`config.mk`:
```
export PLATFORM = sky130hd
export DESIGN_NAME = hs_mode_tracker
export DESIGN_NICKNAME = d
export VERILOG_FILES = /design/src/rtl/hsm_pkg.sv /design/src/rtl/hsm_scl_edge.sv /design/src/rtl/hsm_byte_rx.sv /design/src/rtl/hsm_mode_fsm.sv /design/src/rtl/hsm_filt_sel.sv /design/src/rtl/hs_mode_tracker.sv
export SDC_FILE = /design/constraint.sdc
export NUM_CORES = 1
export LEC_CHECK = 0
export BUFFER_PORTS_ARGS = -buffer_cell sky130_fd_sc_hd__buf_2
export CAP_MARGIN = 0
export CORE_UTILIZATION = 35
export DETAILED_ROUTE_END_ITERATION = 8
export PLACE_DENSITY = 0.64
export SYNTH_ARGS = -nofsm -noshare
export SYNTH_HDL_FRONTEND = slang
export SYNTH_SLANG_ARGS = --single-unit
```
`constraint.sdc`:
```
create_clock -name clk -period 2.4 [get_ports clk]
set_clock_uncertainty 0.15 [all_clocks]
set_input_delay 0.36 -clock clk [delete_from_list [all_inputs] [get_ports clk]]
set_output_delay 0.36 -clock clk [all_outputs]
set_load 0.05 [all_outputs]
```
`src/rtl/hsm_pkg.sv`:
```
package hsm_pkg;

    // Upper bits of the high-speed master code, MSB first on the wire
    localparam int          MC_TOP_W   = 5;
    localparam logic [4:0]  MC_PREFIX  = 5'b00001;

    typedef enum logic [2:0] {
        ST_IDLE    = 3'd0,
        ST_ADDR    = 3'd1,
        ST_MC_ACK  = 3'd2,
        ST_MC_HOLD = 3'd3,
        ST_HS      = 3'd4,
        ST_PASS    = 3'd5
    } hsm_state_e;

    function automatic int ceil_div(input int num, input int den);
        return (num + den - 1) / den;
    endfunction

endpackage

```
`src/rtl/hsm_scl_edge.sv`:
```
module hsm_scl_edge (
    input  logic clk,
    input  logic rst_n,
    input  logic scl,
    output logic scl_rise,
    output logic scl_fall
);

    logic scl_q;

    // Idle bus has SCL high, so the history starts high
    always_ff @(posedge clk or negedge rst_n) begin
        if (!rst_n) begin
            scl_q <= 1'b1;
        end else begin
            scl_q <= scl;
        end
    end

    always_comb begin
        scl_rise = scl & ~scl_q;
        scl_fall = ~scl & scl_q;
    end

endmodule

```
`src/rtl/hsm_byte_rx.sv`:
```
module hsm_byte_rx
    import hsm_pkg::*;
#(
    parameter int BITS  = 8,
    localparam int CNT_W = $clog2(BITS + 1),
    localparam int SH_W  = BITS - 1
) (
    input  logic clk,
    input  logic rst_n,
    input  logic clr,
    input  logic smp,
    input  logic sda,
    output logic byte_last,
    output logic is_master_code
);

    logic [SH_W-1:0]  shreg;
    logic [CNT_W-1:0] bit_cnt;

    always_ff @(posedge clk or negedge rst_n) begin
        if (!rst_n) begin
            shreg   <= '0;
            bit_cnt <= '0;
        end else if (clr) begin
            shreg   <= '0;
            bit_cnt <= '0;
        end else if (smp) begin
            shreg <= {shreg[SH_W-2:0], sda};
            if (bit_cnt < CNT_W'(BITS)) begin
                bit_cnt <= bit_cnt + 1'b1;
            end
        end
    end

    // On the last rise of a byte the upper bits already sit in the shifter,
    // so the low bits of the byte never take part in the decision.
    always_comb begin
        byte_last      = smp && (bit_cnt == CNT_W'(BITS - 1));
        is_master_code = (shreg[SH_W-1 -: MC_TOP_W] == MC_PREFIX);
    end

endmodule

```
`src/rtl/hsm_mode_fsm.sv`:
```
module hsm_mode_fsm
    import hsm_pkg::*;
(
    input  logic clk,
    input  logic rst_n,
    input  logic start_det,
    input  logic stop_det,
    input  logic scl_rise,
    input  logic scl_fall,
    input  logic byte_last,
    input  logic is_master_code,
    output logic hs_active
);

    hsm_state_e state, state_nxt;

    // State register
    always_ff @(posedge clk or negedge rst_n) begin
        if (!rst_n) begin
            state <= ST_IDLE;
        end else begin
            state <= state_nxt;
        end
    end

    // Next-state logic: STOP outranks START, START outranks bus edges
    always_comb begin
        state_nxt = state;
        if (stop_det) begin
            state_nxt = ST_IDLE;
        end else if (start_det) begin
            state_nxt = (state == ST_HS) ? ST_HS : ST_ADDR;
        end else begin
            unique case (state)
                ST_IDLE: state_nxt = ST_IDLE;
                ST_ADDR: begin
                    if (byte_last) begin
                        state_nxt = is_master_code ? ST_MC_ACK : ST_PASS;
                    end
                end
                ST_MC_ACK: begin
                    if (scl_rise) state_nxt = ST_MC_HOLD;
                end
                ST_MC_HOLD: begin
                    if (scl_fall) state_nxt = ST_HS;
                end
                ST_HS:   state_nxt = ST_HS;
                ST_PASS: state_nxt = ST_PASS;
                default: state_nxt = ST_IDLE;
            endcase
        end
    end

    // Outputs
    always_comb begin
        hs_active = (state == ST_HS);
    end

endmodule

```
`src/rtl/hsm_filt_sel.sv`:
```
module hsm_filt_sel #(
    parameter int W      = 4,
    parameter int FS_CYC = 3,
    parameter int HS_CYC = 1
) (
    input  logic         hs,
    output logic [W-1:0] len
);

    localparam logic [W-1:0] FS_LEN = W'(FS_CYC);
    localparam logic [W-1:0] HS_LEN = W'(HS_CYC);

    always_comb begin
        len = hs ? HS_LEN : FS_LEN;
    end

endmodule

```
`src/rtl/hs_mode_tracker.sv`:
```
module hs_mode_tracker
    import hsm_pkg::*;
#(
    parameter int CLK_PERIOD_NS = 20,
    parameter int FS_SPIKE_NS   = 50,
    parameter int HS_SPIKE_NS   = 10,
    parameter int FILT_W        = 4,
    parameter int BYTE_BITS     = 8
) (
    input  logic              clk,
    input  logic              rst_n,
    input  logic              scl,
    input  logic              sda,
    input  logic              start_det,
    input  logic              stop_det,
    output logic              hs_mode,
    output logic [FILT_W-1:0] filt_len
);

    localparam int FS_CYC = ceil_div(FS_SPIKE_NS, CLK_PERIOD_NS);
    localparam int HS_CYC = ceil_div(HS_SPIKE_NS, CLK_PERIOD_NS);

    logic scl_rise, scl_fall;
    logic byte_last, is_mc;

    hsm_scl_edge u_edge (
        .clk      (clk),
        .rst_n    (rst_n),
        .scl      (scl),
        .scl_rise (scl_rise),
        .scl_fall (scl_fall)
    );

    hsm_byte_rx #(.BITS(BYTE_BITS)) u_rx (
        .clk            (clk),
        .rst_n          (rst_n),
        .clr            (start_det),
        .smp            (scl_rise),
        .sda            (sda),
        .byte_last      (byte_last),
        .is_master_code (is_mc)
    );

    hsm_mode_fsm u_fsm (
        .clk            (clk),
        .rst_n          (rst_n),
        .start_det      (start_det),
        .stop_det       (stop_det),
        .scl_rise       (scl_rise),
        .scl_fall       (scl_fall),
        .byte_last      (byte_last),
        .is_master_code (is_mc),
        .hs_active      (hs_mode)
    );

    hsm_filt_sel #(.W(FILT_W), .FS_CYC(FS_CYC), .HS_CYC(HS_CYC)) u_filt (
        .hs  (hs_mode),
        .len (filt_len)
    );

endmodule

```
==> out/qor.yml <==
synthesis:
  synthArstFlopShare_pct: 100
  synth_ff_type: "dfrtp_1"
  synthDominantCellAreaShare_pct: 45.2
  yosys.cell_types.count: 32
  postSynthCellCount: 83
  ys_top_cells_by_count: "nand2_1, dfrtp_1, a21oi_1"
  synth.most_common_cell: "nand2_1"
  ys_ff_latch: 15
  synth_edf_count: 0
  synth.largest_area_cell: "dfrtp_1"
  synth_area_um2: 776
  syn_area_per_cell_um2: 9.35
  yosysWarnings: 0
  synth.area.top_cells: "dfrtp_1, nand2_1, a21oi_1"
  ys_seq_area_share_pct: 48.5
clock_network:
  cts.sinks: 15
  cts_tree: "built"
  cts_inserted_buffers: 3
  clock_path_buffers: 2
  cts_root_buf: "clkbuf_4"
  cts_max_level: 1
  clock_latency_ns: 0.28
  post_cts_buffers: 0
  path_clk_slew_ns: 0.09
worst_setup_path:
  worstReg2RegStart: "u_fsm.state[2]"
  reg2reg_depth: 4
  r2r_slack_ns: 0.59
  path_max_fanout: 5
  rr_endpoint: "u_fsm.state[0]"
  end_kind: "primary output"
  worst_setup_path_start_kind: "register"
  arrival_ns: 1.49
  path_class: "register to primary output"
  critPathRequiredTime_ns: 1.89
pwr:
  powerDensity_mw_per_mm2: 586
  power_w: 0.000500
  ir_drop_mv: 0.445
  leakagePower_nw: 0.362
die:
  start_util_pct: 38.4
  core_area_mm2: 0.00202
  rows: 16
  dieHeight_um: 49.1
  dieArea_mm2: 0.00241
  pin_count: 11
  dieWidth_um: 49.1
route:
  via_per_inst: 5.12
  antenna_left: 0
  vias: 599
  remaining_drc_errors: 0
  drtIter0Drc: 16
  wl_per_cell_um: 11.7
  first_pass_iters: 4
  wl_um: 1370
global_route:
  grt_antenna_before_repair: 0
  first_global_vias: 522
  grt.busiest_layer: "met2"
  grt_max_degree: 16
  grt-ovfl-total: 0
  grt_util_met2_pct: 19.2
  gr-usage-met3_pct: 5.92
  grtUsageTotal_pct: 13.0
  use_met1_pct: 15.3
  grt_first_pass_wirelength_um: 2270
final_layout:
  post-route-util_pct: 42.1
  antennaDiodeCount: 0
  drive_gt1_share_pct: 20.0
  layout.nets: 98
  area_growth_pct: 9.84
place:
  hpwl_um: 980
  gp_congestion: 0.846
  io_buffers: 7
worst_hold_path:
  worstHoldPathCells: 1
  min_from: "scl"
  hold_class: "input pin to register"
  holdPathEnd: "u_edge.scl_q"
timing:
  maxSlewHeadroom_pct: 61.8
  timing.hold.ws_ns: 0.0566
  min_period_over_period_pct: 83.5
  slew_viol_final: 0
  setup_violations: 0
  max_freq_ghz: 0.499
  tns_ns: 0
  worst_pin_slew_ns: 0.572
  rsz0062_at_grt: "false"
  hold_viol: 0
  finalWorstPathRequiredPeriod_ns: 2.00
flow_run:
  cap_violations: 0
run_status:
  outcome: "complete, no violations"
-- cells in the final DEF (no fill, tap or decap), types with 2 or more instances in the layout --
cell type and instances:
nor2b_1 2, o21ai_0 3, inv_1 2, dfrtp_1 14
a21oi_1 9, clkbuf_4 3, nor2_1 5, nand2_1 17
nand2b_1 2, buf_2 7, conb_1 3
-- through the flow --
stage	instance area, µm²	std cells	setup slack, ns
floorplan	779	84	0.564
global placement	816	112	0.532
detailed placement	816	112	0.449
CTS	852	117	0.385
global route	852	117	0.312
finish	852	117	0.396
-- repair_timing --
item,in CTS,in global routing
resized for setup,0,0
hold endpoints to repair,14,0
hold buffers,1,0
-- worst max-delay path by stage --
| stage | from | to | slack (ns) | depth (start not counted) |
|---|---|---|---|---|
| after floorplan | u_fsm.state[1] | hs_mode | 0.56 | 3 |
| after global placement | start_det | u_fsm.state[0] | 0.53 | 5 |
| after detailed placement | start_det | u_fsm.state[0] | 0.45 | 5 |
| after CTS | u_fsm.state[1] | hs_mode | 0.38 | 4 |
| after global routing | u_fsm.state[1] | hs_mode | 0.31 | 4 |
| final | u_fsm.state[1] | hs_mode | 0.40 | 4 |
-- final cells by class --
class	count	area, µm²
clock buffers	4	26.3
multi-input cells	60	355
flip-flops and latches	15	377
fillers	202	1170
repair buffers	9	52.6
inverters	2	7.51
well taps	27	33.8
-- registers in the layout (all words and copies together), names as in the netlist --
name,flops
u_rx.shreg,7
u_fsm.state,3
u_rx.bit_cnt,4
u_edge.scl_q,1
-- cells by family after synthesis --
logic type / share of synthesized area, %
AO/OA/AOI/OAI: 17.7
XOR/XNOR: 2.26
adder cells (fa/ha/maj): 1.61
buffers and inverters: 6.13
flip-flops: 48.5
multiplexers: 1.45
other: 0.968
AND/OR/NAND/NOR: 21.3
-- metal layers --
metal | vias up | wire length, µm
li1 | 294 | -
met1 | 285 | 670
met2 | 15 | 590
met3 | 5 | 79
met4 | 0 | 27
met5 | - | 0
-- worst max-delay path, stage by stage (launching register included) --
cell	delay, ns
dfrtp_1	0.43
nand2b_1	0.19
or2_2	0.29
inv_1	0.05
buf_2	0.25
-- power breakdown --
| group | internal (W) | leakage, nW | total (W) | switching (W) |
|---|---|---|---|---|
| Sequential | 0.000261 | 0.203 | 0.000273 | 0.0000122 |
| Clock | 0.0000646 | 0.0150 | 0.000146 | 0.0000816 |
| Combinational | 0.0000273 | 0.144 | 0.0000801 | 0.0000528 |
| Total | 0.000353 | 0.362 | 0.000500 | 0.000147 |
Note: power is estimated with default switching activity, not from simulation.
